### config.mk
export PLATFORM = sky130hd
export DESIGN_NAME = pixel_scanout
export DESIGN_NICKNAME = d
export VERILOG_FILES = /design/src/rtl/pixel_scanout.sv
export SDC_FILE = /design/constraint.sdc
export NUM_CORES = 1
export LEC_CHECK = 0
export BUFFER_PORTS_ARGS = -buffer_cell sky130_fd_sc_hd__clkbuf_2
export CELL_PAD_IN_SITES_DETAIL_PLACEMENT = 0
export CELL_PAD_IN_SITES_GLOBAL_PLACEMENT = 1
export CORE_MARGIN = 2
export CORE_UTILIZATION = 54
export DETAILED_ROUTE_END_ITERATION = 6
export GPL_TIMING_DRIVEN = 0
export PLACE_DENSITY_LB_ADDON = 0.2
export REMOVE_ABC_BUFFERS = 1
export SLEW_MARGIN = 20
export SYNTH_ARGS = -nofsm -noshare
export SYNTH_HDL_FRONTEND = slang
export SYNTH_SLANG_ARGS = --single-unit
### constraint.sdc
create_clock -name clk -period 5.27 [get_ports clk]
set_input_delay 0.2635 -clock clk [delete_from_list [all_inputs] [get_ports clk]]
set_output_delay 0.2635 -clock clk [all_outputs]
set_load 0.01 [all_outputs]
### src/rtl/pixel_scanout.sv
module pixel_scanout #(
  parameter int H_ACTIVE = 640,
  parameter int H_FP     = 16,
  parameter int H_SYNC   = 96,
  parameter int H_BP     = 48,
  parameter int V_ACTIVE = 400,
  parameter int V_FP     = 12,
  parameter int V_SYNC   = 2,
  parameter int V_BP     = 35,
  parameter int ADDR_W   = 15
) (
  input  logic              clk,
  input  logic              rst_n,
  output logic [ADDR_W-1:0] mem_addr,
  output logic              mem_rd,
  input  logic [31:0]       mem_data,
  input  logic              pal_we,
  input  logic [3:0]        pal_idx,
  input  logic [11:0]       pal_rgb,
  output logic [3:0]        red,
  output logic [3:0]        green,
  output logic [3:0]        blue,
  output logic              hsync,
  output logic              vsync,
  output logic              vblank
);
  localparam int H_TOTAL = H_ACTIVE + H_FP + H_SYNC + H_BP;
  localparam int V_TOTAL = V_ACTIVE + V_FP + V_SYNC + V_BP;
  localparam int HW = $clog2(H_TOTAL);
  localparam int VW = $clog2(V_TOTAL);
  localparam logic [HW-1:0] H_LAST = HW'(H_TOTAL - 1);
  localparam logic [HW-1:0] H_VIS  = HW'(H_ACTIVE);
  localparam logic [HW-1:0] HS_BEG = HW'(H_ACTIVE + H_FP);
  localparam logic [HW-1:0] HS_END = HW'(H_ACTIVE + H_FP + H_SYNC);
  localparam logic [VW-1:0] V_LAST = VW'(V_TOTAL - 1);
  localparam logic [VW-1:0] V_VIS  = VW'(V_ACTIVE);
  localparam logic [VW-1:0] VS_BEG = VW'(V_ACTIVE + V_FP);
  localparam logic [VW-1:0] VS_END = VW'(V_ACTIVE + V_FP + V_SYNC);

  logic [HW-1:0]     hpos;
  logic [VW-1:0]     vpos;
  logic [ADDR_W-1:0] faddr;
  logic              rd_q;
  logic [31:0]       shreg;
  logic [1:0]        act_q;
  logic [2:0]        hs_q, vs_q, vb_q;
  logic [11:0]       pal [16];
  logic [11:0]       rgb_q;

  wire line_end  = hpos == H_LAST;
  wire frame_end = line_end && vpos == V_LAST;
  wire in_active = hpos < H_VIS && vpos < V_VIS;
  wire hs_now    = !(hpos >= HS_BEG && hpos < HS_END);
  wire vs_now    = vpos >= VS_BEG && vpos < VS_END;
  wire vb_now    = vpos >= V_VIS;

  always_ff @(posedge clk) begin
    if (!rst_n) begin
      hpos <= '0;
      vpos <= '0;
    end else if (line_end) begin
      hpos <= '0;
      vpos <= (vpos == V_LAST) ? '0 : vpos + 1'b1;
    end else begin
      hpos <= hpos + 1'b1;
    end
  end

  assign mem_rd   = in_active && hpos[2:0] == 3'd0;
  assign mem_addr = faddr;

  always_ff @(posedge clk) begin
    if (!rst_n)         faddr <= '0;
    else if (frame_end) faddr <= '0;
    else if (mem_rd)    faddr <= faddr + 1'b1;
  end

  always_ff @(posedge clk) begin
    if (!rst_n) begin
      rd_q  <= 1'b0;
      shreg <= '0;
    end else begin
      rd_q  <= mem_rd;
      shreg <= rd_q ? mem_data : {shreg[27:0], 4'h0};
    end
  end

  always_ff @(posedge clk) begin
    if (!rst_n) begin
      act_q <= '0;
      hs_q  <= '1;
      vs_q  <= '0;
      vb_q  <= '0;
    end else begin
      act_q <= {act_q[0], in_active};
      hs_q  <= {hs_q[1:0], hs_now};
      vs_q  <= {vs_q[1:0], vs_now};
      vb_q  <= {vb_q[1:0], vb_now};
    end
  end

  always_ff @(posedge clk) begin
    if (!rst_n) begin
      for (int i = 0; i < 16; i++) pal[i] <= '0;
    end else if (pal_we) begin
      pal[pal_idx] <= pal_rgb;
    end
  end

  always_ff @(posedge clk) begin
    if (!rst_n) rgb_q <= '0;
    else        rgb_q <= act_q[1] ? pal[shreg[31:28]] : 12'h000;
  end

  assign red    = rgb_q[11:8];
  assign green  = rgb_q[7:4];
  assign blue   = rgb_q[3:0];
  assign hsync  = hs_q[2];
  assign vsync  = vs_q[2];
  assign vblank = vb_q[2];
endmodule


==> impl_results.md, run 1 <==
* FF-to-FF path depth at 4
* Net Switching at 1.08 mW
* Slew Limit Fails at 0
* Count of final hold-check violations at 0
* R2r setup slk at 3.01 ns
* RR Startpoint: shreg[30]
* Layout cell share with drive strength beyond 1 at 0.185
* Core area at 22000 um^2
* Most frequent cells in the layout: 199 x and2_1, 192 x edfxtp_1, 87 x dfxtp_1
* Root Buffer: clkbuf_16
* Clock Power Share at 0.421
* Sequential cell area at 7580 um^2
* YS warnings at 0
* Yosys cell types at 44
* Yosys reg bits at 282
* Min-Delay Endpoint: pal[3][5]
* DRT iter0 DRCs at 490
* Crit Path Max Fanout at 38
* Tot GR Track Use at 0.229
* Via/cell ratio at 5.61
* Die Y at 154 um
* Seq/Total Area, Yosys at 0.622
* Final count of negative-setup-slack endpoints at 0
* Mapped Area at 12200 um^2
* DRC at 0
* Horiz. Die Dim at 154 um
* Comb power frac at 0.070
* Number of global-route vias before repair at 7380
* Clock insertion delay at the later pin of the skew report at 0.54 ns
* Number of synthesized flops with an enable pin at 192
* Status: completed
* RSZ-0062 raised after global routing: false
* Worst min path class: input port to flip-flop
* Layout area overhead at 16.2%
* Largest net degree at the start of global routing at 41
* Routed via count at 7453
* Global route total overflow at 0
* Syn Area/Cell at 12.9 um^2
* Worst Path Arrival at 2.98 ns
* Synth Instances at 940
* Placed cell area at 12800 um^2
* # diodes at 0
* WS Path Type: input port to flip-flop
* Row cnt at 54
* Clock Skews at 0.0112 ns
* LEAKAGE at 5.03 nW
* Dominant register cell in the synthesized netlist: edfxtp_1
* Seq pwr share at 0.508
* Area of the multi-input gates at 4360 um^2
* ANT nets after route at 0
* First-pass GRT wire length at 41.3 mm
* Fmax at 355 MHz
* Setup_tns at 0 ns
* Worst-margin pin slew at 0.976 ns
* DRT Pass-1 Iters at 7
* Filler Cells Inserted at 1614
* Design area at 14100 um^2
* CTS sink cnt at 282
* Worst Hold Depth at 2
* PortBufs at 81
* Max Cap Violations at 0
* RR Endpoint: rgb_q[7]
* CTS tree: done
* Sw Share at 0.218
* Final HPWL DP at 16.7 mm
* Most common cell after layout, fill and taps aside: and2_1
* Clk pin slew, worst setup/hold paths at 0.06 ns
* WL final at 26.8 mm
* Hold_sp: pal_rgb[5]
* Power Dens Cells at 351 nW/um^2
* Initial antenna violation count at 0
* CP startpoint kind: input port
* DR WL/cell at 20.2 um
* CP endpoint kind: flip-flop
* Pint at 3.88 mW
* Fin crit period at 2.82 ns
* Final period utilization at 0.535
* Clock H-tree levels at 1
* Synth async-reset ratio at 0
* CTS Buf Count at 29
* Worst VDD drop at 0.000260 V
* Die area at 23700 um^2
* IO Count at 82
* Max-slew headroom at 0.350
* Initial Util at 0.554
* Bufs on Longest Clock Path at 3
* Nets at 1083
* WP data required at 5.43 ns
* Placer Congestion at 0.821
routing by layer:
layer | GRT usage | part of all wire
met1 | 0.296 | 0.42
met5 | 0 | 0
met4 | 0.0636 | 0.026
met2 | 0.395 | 0.49
met3 | 0.0448 | 0.063
area by class of cell:
class | count | share of cell area
inverter | 11 | 0.00292
sequential | 282 | 0.536
tap | 280 | 0.0248
multi-input combinational | 584 | 0.308
timing repair buffer | 119 | 0.0585
clock inverter | 16 | 0.0133
clock buffer | 37 | 0.0563
cells in the mapped netlist (all sizes together) (11+ instances only):
library cell	n	area [um^2]
a21oi	15	78.8
a22oi	19	143
and2	199	1240
buf	19	96.3
clkbuf	44	166
dfxtp	90	1800
edfxtp	192	5770
inv	11	41.3
mux2i	59	591
mux4	33	743
nand2	36	135
nand3	23	125
nor2	65	244
o211ai	12	90.1
o21ai	19	95.1
or4	11	86.3
critical path, stage by stage:
cell	delay [ns]
clkbuf_2	0.72
nand4_1	0.55
nor3_2	0.80
nand2b_1	0.62
stage by stage:
step	hold WS [ns]	setup WS (ns)	instances	utilization	total power, mW
CTS	0.278	2.45	1329	0.644	5.00
detailed placement	0.394	1.90	1244	0.584	2.90
global route	0.304	2.24	1329	0.644	5.11
floorplan	0.337	2.33	877	-	2.75
global placement	0.389	1.18	1238	0.576	2.89
finish	0.290	2.45	1329	0.644	4.97
kinds of logic (layout without fill, tap and decap cells):
| group | Yosys count | in the layout | synth area share |
|---|---|---|---|
| DFF | 282 | 282 | 0.622 |
| muxes | 92 | 92 | 0.110 |
| AOI/OAI and AO/OA | 78 | 78 | 0.0434 |
| xor gates and xnor gates | 16 | 16 | 0.0115 |
| and+or+nand+nor | 393 | 393 | 0.183 |
| buffers and inverters | 74 | 183 | 0.0250 |
| adders and majority gates | 5 | 5 | 0.00514 |
power by group through the flow:
stage | registers, mW | clock network [mW] | logic [mW]
final | 2.52 | 2.09 | 0.350
after global routing | 2.53 | 2.20 | 0.376
after CTS | 2.52 | 2.12 | 0.352
after detailed placement | 2.57 | 0 | 0.332
after global placement | 2.59 | 0 | 0.301
after floorplan | 2.57 | 0 | 0.175
state kept, by name, summed over array words and instances (netlist names):
name	cells
act_q	2
hpos	10
hs_q	3
mem_addr	15
pal	192
rd_q	1
rgb_q	12
shreg	32
vb_q	3
vpos	9
vs_q	3
what timing repair did:
item / 4_1_cts / 5_1_grt
resized for setup: 0 / 0
setup buffers: 0 / 0
hold buffers: 32 / 0
endpoints found under the hold margin: 32 / 0
how the worst max path moves through the flow:
stage	startpoint	endpoint	slack (ns)	cells past startpoint
2_1_floorplan	shreg[29]	rgb_q[2]	2.33	3
3_3_place_gp	shreg[29]	rgb_q[3]	1.18	4
3_5_place_dp	rst_n	pal[2][4]	1.90	4
4_1_cts	rst_n	pal[2][3]	2.45	4
5_1_grt	rst_n	pal[1][3]	2.24	4
6_report	rst_n	pal[3][2]	2.45	4
No activity file was read; power rests on OpenSTA's default activity.
==> inputs of run 2 (changes only) <==
--- a/config.mk
+++ b/config.mk
@@ -9,7 +9,7 @@
 export CELL_PAD_IN_SITES_DETAIL_PLACEMENT = 0
 export CELL_PAD_IN_SITES_GLOBAL_PLACEMENT = 1
 export CORE_MARGIN = 2
-export CORE_UTILIZATION = 54
+export CORE_UTILIZATION = 50
 export DETAILED_ROUTE_END_ITERATION = 6
 export GPL_TIMING_DRIVEN = 0
 export PLACE_DENSITY_LB_ADDON = 0.2
==> constraint.sdc (replaced) <==
create_clock -name clk -period 2.8 [get_ports clk]
set_input_delay 0.14 -clock clk [delete_from_list [all_inputs] [get_ports clk]]
set_output_delay 0.14 -clock clk [all_outputs]
set_load 0.01 [all_outputs]
==> impl_results.md, run 2 (synthesized netlist as in run 1, its figures left out) <==
* Setup_tns at 0 ns
* Hold Slack at 0.144 ns
* Largest net degree at the start of global routing at 39
* Status: completed
* Initial antenna violation count at 0
* CP startpoint kind: input port
* Row cnt at 57
* Worst Path Arrival at 2.70 ns
* Fmax at 396 MHz
* CTS sink cnt at 282
* Max Cap Violations at 0
* Clock H-tree levels at 1
* Tot GR Track Use at 0.220
* Bufs and invs on worst path at 1
* Placed Instances at 1290
* CP max stage cell: clkbuf_2
* Crit. Startpoint: rst_n
* Worst VDD drop at 0.000565 V
* CP endpoint kind: flip-flop
* Final HPWL DP at 17.3 mm
* Biggest register: pal
* Clock Skews at 0.0113 ns
* Worst min path class: input port to flip-flop
* Critical path endpoint: pal[3][11]
* Placer Congestion at 0.783
* DRT iter0 DRCs at 504
* Max reg flops at 192
* Core area at 24100 um^2
* Layout cell share with drive strength beyond 1 at 0.189
* CTS tree: done
* Power Dens Cells at 676 nW/um^2
* Count of final hold-check violations at 0
* WP data required at 2.98 ns
* IO Count at 82
* LEAKAGE at 5.08 nW
* # diodes at 0
* Nets at 1086
* Delay-heaviest family, CP: simple AND/OR/NAND/NOR gates
* Die Y at 160 um
* PortBufs at 81
* DR WL/cell at 19.7 um
* Crit Path Max Fanout at 38
* Root Buffer: clkbuf_16
* Die area at 25600 um^2
* RSZ-0062 raised after global routing: false
* RR Endpoint: rgb_q[6]
* WS Path Type: input port to flip-flop
* Area of the multi-input gates at 4380 um^2
* Number of global-route vias before repair at 7520
* RR Startpoint: shreg[30]
* Most frequent cells in the layout: 199 x and2_1, 192 x edfxtp_1, 87 x dfxtp_1
* Clock insertion delay at the later pin of the skew report at 0.55 ns
* Max-slew headroom at 0.341
* Fin crit period at 2.52 ns
* Routed via count at 7467
* Final period utilization at 0.901
* Clk pin slew, worst setup/hold paths at 0.06 ns
* Max incr delay on CP at 0.72 ns
* Final count of negative-setup-slack endpoints at 0
* Post-CTS setup buffer count at 0
* CTS Buf Count at 30
* First-pass GRT wire length at 43.3 mm
* Slew Limit Fails at 0
* Cells along the critical path: clkbuf_2, nand4_1, nor3_4, nand2b_1
* R2r setup slk at 0.65 ns
* Layout area overhead at 17.8%
* Sequential cell area at 7580 um^2
* Filler Cells Inserted at 1995
* DRT Pass-1 Iters at 5
* Bufs on Longest Clock Path at 3
* Layout Cells excl Fill at 1378
* WL final at 27.2 mm
* DRC at 0
* Horiz. Die Dim at 160 um
* FF-to-FF path depth at 4
* Most common cell after layout, fill and taps aside: and2_1
* Initial Util at 0.505
* ANT nets after route at 0
* Worst-margin pin slew at 0.989 ns
* Global route total overflow at 0
* Via/cell ratio at 5.42
* Stages on worst setup path at 4
==> run 2: cell types whose count changed in the layout (fill, tap and decap cells not counted), sizes merged <==
cell      before  now
bufinv         4    7
clkbuf       118  115
clkinvlp       2    5
buf            6    8
==> run 2: what timing repair did <==
action                                  4_1_cts  5_1_grt
endpoints found under the setup margin        0       24
hold buffers                                 32        0
endpoints found under the hold margin        32        0
gates resized for setup                       0        2
==> run 2: through the flow <==
stage	power [mW]	setup WS (ns)	area, um^2	utilization
finish	9.69	0.276	14300	0.594
floorplan	5.17	-0.143	11900	-
CTS	9.76	0.0949	14300	0.594
detailed placement	5.47	-0.481	12900	0.536
global placement	5.45	-1.34	12700	0.527
global route	10.0	0.0312	14300	0.594
==> run 2: how the worst min path moves through the flow <==
stage	from	end	cells past startpoint
finish	pal_rgb[2]	pal[7][2]	2
floorplan	rst_n	hs_q[1]	1
CTS	pal_rgb[2]	pal[1][2]	2
global route	pal_rgb[2]	pal[3][2]	2
global placement	mem_data[26]	shreg[26]	3
detailed placement	mem_data[2]	shreg[2]	2
==> run 2: where the power goes <==
group | leakage [nW] | total (mW) | internal [mW] | switching (mW)
registers | 2.56 | 4.74 | 4.66 | 0.0866
clock network | 0.515 | 4.28 | 2.66 | 1.62
logic | 2.00 | 0.670 | 0.283 | 0.387
total | 5.08 | 9.69 | 7.60 | 2.10
==> run 2: layer usage <==
layer  routed length (um)  track usage  vias to the layer above
met4                  789       0.0651                        0
met2                12700        0.355                      230
met3                 1750       0.0426                       50
li1                     -            -                     3582
met1                11900        0.307                     3605
met5                    0            0                        -
==> run 2: cell type report <==
cell class / count / area share
inverters: 11 / 0.00288
flip-flops and latches: 282 / 0.529
well taps: 324 / 0.0283
clock buffers: 34 / 0.0549
multi-input cells: 584 / 0.305
repair buffers: 121 / 0.0593
clock inverters: 22 / 0.0204
==> run 2: worst reg2reg max path: stages, from the launching register on <==
cell and delay, ns:
dfxtp_1 0.57, nor2b_1 0.76, a22oi_1 0.34, a22oi_1 0.25, o211ai_1 0.11
==> inputs of run 3 (changes only) <==
--- a/config.mk
+++ b/config.mk
@@ -5,11 +5,11 @@
 export SDC_FILE = /design/constraint.sdc
 export NUM_CORES = 1
 export LEC_CHECK = 0
-export BUFFER_PORTS_ARGS = -buffer_cell sky130_fd_sc_hd__clkbuf_2
+export BUFFER_PORTS_ARGS = -buffer_cell sky130_fd_sc_hd__buf_2
 export CELL_PAD_IN_SITES_DETAIL_PLACEMENT = 0
 export CELL_PAD_IN_SITES_GLOBAL_PLACEMENT = 1
 export CORE_MARGIN = 2
-export CORE_UTILIZATION = 50
+export CORE_UTILIZATION = 45
 export DETAILED_ROUTE_END_ITERATION = 6
 export GPL_TIMING_DRIVEN = 0
 export PLACE_DENSITY_LB_ADDON = 0.2
==> constraint.sdc (replaced) <==
create_clock -name clk -period 2.3 [get_ports clk]
set_input_delay 0.115 -clock clk [delete_from_list [all_inputs] [get_ports clk]]
set_output_delay 0.115 -clock clk [all_outputs]
set_load 0.01 [all_outputs]
==> impl_results.md, run 3 (synthesized netlist as in run 1, its figures left out) <==
* Status: completed
* Layout cell share with drive strength beyond 1 at 0.180
* First-pass GRT wire length at 43.0 mm
* Worst VDD drop at 0.000492 V
* Layout area overhead at 16.9%
* CTS sink cnt at 282
* Max incr delay on CP at 0.66 ns
* Final HPWL DP at 17.8 mm
* Pre-CTS setup slack at -0.994 ns
* CTS Buf Count at 30
* Root Buffer: clkbuf_16
* Met3 wire length at 1.60 mm
* Final count of negative-setup-slack endpoints at 0
* PortBufs at 81
* Clock insertion delay at the later pin of the skew report at 0.56 ns
* Die Y at 168 um
* DR WL/cell at 20.2 um
* Final Util at 0.532
* FF-to-FF path depth at 6
* Number of global-route vias before repair at 7406
* Horiz. Die Dim at 168 um
* Global route total overflow at 0
* IO Count at 82
* Initial Util at 0.455
* Routed via count at 7456
* WL final at 28.2 mm
* Placer Congestion at 0.811
* DR top layer: met5
* ANT nets after route at 0
* Final worst slack at 0.0967 ns
* CP endpoint kind: flip-flop
* Clock H-tree levels at 1
* Worst min path class: input port to flip-flop
* Die area at 28400 um^2
* Placed cell area at 12900 um^2
* Most common cell after layout, fill and taps aside: and2_1
* RR Startpoint: hpos[0]
* Slew Limit Fails at 0
* Crit Path Max Fanout at 37
* CTS tree: done
* Initial antenna violation count at 1
* Row cnt at 60
* Largest net degree at the start of global routing at 38
* WP data required at 2.48 ns
* Via/cell ratio at 5.35
* LEAKAGE at 5.03 nW
* Clock Skews at 0.00790 ns
* Core area at 26700 um^2
* Tot GR Track Use at 0.201
* Power Dens Cells at 785 nW/um^2
* WS Path Type: input port to flip-flop
* RSZ-0062 raised after global routing: false
* Nets at 1085
* Worst Hold Depth at 2
* Worst Path Arrival at 2.39 ns
* Max Cap Violations at 0
* DRT Pass-1 Iters at 5
* Final period utilization at 0.958
* RR Endpoint: mem_addr[9]
* Hold_sp: pal_rgb[9]
* CP max stage cell: nand2b_1
* DRT iter0 DRCs at 579
* Max reg flops at 192
* Count of final hold-check violations at 0
* Min-Delay Endpoint: pal[1][9]
* Setup_tns at 0 ns
* Wire length on met2 at 13.7 mm
* Post-CTS setup buffer count at 0
* Design area at 14200 um^2
* Fin crit period at 2.20 ns
* Most frequent cells in the layout: 199 x and2_1, 192 x edfxtp_1, 87 x dfxtp_1
* DRC at 0
* Clk pin slew, worst setup/hold paths at 0.06 ns
* R2r setup slk at 0.15 ns
* Total power draw at 11.2 mW
* Biggest register: pal
* CP startpoint kind: input port
* Worst-margin pin slew at 0.880 ns
* Cells along the critical path: buf_4, nand4b_1, nor3_4, nand2b_1
* Bufs on Longest Clock Path at 3
* Fmax at 454 MHz
* Wl on met1 at 12.1 mm
* Max-slew headroom at 0.411
[run 3: cell types whose count changed in the layout (fill, tap and decap cells not counted), sizes merged]
cell         previous run  this run
diode                   0         1
clkinvlp                5         0
clkinv                 10         2
bufinv                  7         0
buf                     8        87
dlygate4sd3            32        33
clkbuf                115        53
[run 3: worst max-delay path by stage]
stage | slack [ns] | to | from | cells after the start
after global routing | 0.0007 | mem_addr[10] | hpos[0] | 6
after floorplan | -0.64 | rgb_q[2] | shreg[29] | 3
after global placement | -1.96 | rgb_q[6] | shreg[29] | 4
after CTS | 0.04 | rgb_q[6] | shreg[30] | 4
final | 0.1 | pal[2][0] | rst_n | 4
after detailed placement | -0.99 | pal[2][9] | rst_n | 4
[run 3: power breakdown]
part | total [mW] | internal (mW) | switching (mW)
registers | 5.78 | 5.67 | 0.112
clock network | 4.58 | 2.67 | 1.91
logic | 0.804 | 0.347 | 0.458
[run 3: per-stage QoR]
| step | hold slack [ns] | instances |
|---|---|---|
| 2_1_floorplan | 0.188 | 877 |
| 3_3_place_gp | 0.349 | 1299 |
| 3_5_place_dp | 0.357 | 1305 |
| 4_1_cts | 0.0682 | 1393 |
| 5_1_grt | 0.0920 | 1393 |
| 6_report | 0.0777 | 1394 |
[run 3: layout make-up]
class	instances	area (um^2)
inverters	11	41.3
well taps	341	427
flip-flops and latches	282	7580
diodes	1	2.50
clock buffers	53	915
fillers	2278	12500
repair buffers	120	851
multi-input cells	584	4380
clock inverters	2	20.0
[run 3: timing repair]
item                                    in CTS  in global routing
endpoints found under the setup margin      48                 14
gates resized for setup                      4                  2
hold buffers                                33                  0
endpoints found under the hold margin       34                  0
[run 3: routing by layer]
metal  global-route usage  vias up
li1                     -     3571
met1                0.267     3635
met2                0.344      198
met3               0.0322       50
met4               0.0551        2
met5                    0        -
[run 3: critical path, delay by kind of cell]
family        cells  cell delay (ns)
buf+inv           1             0.42
simple gates      3             1.79
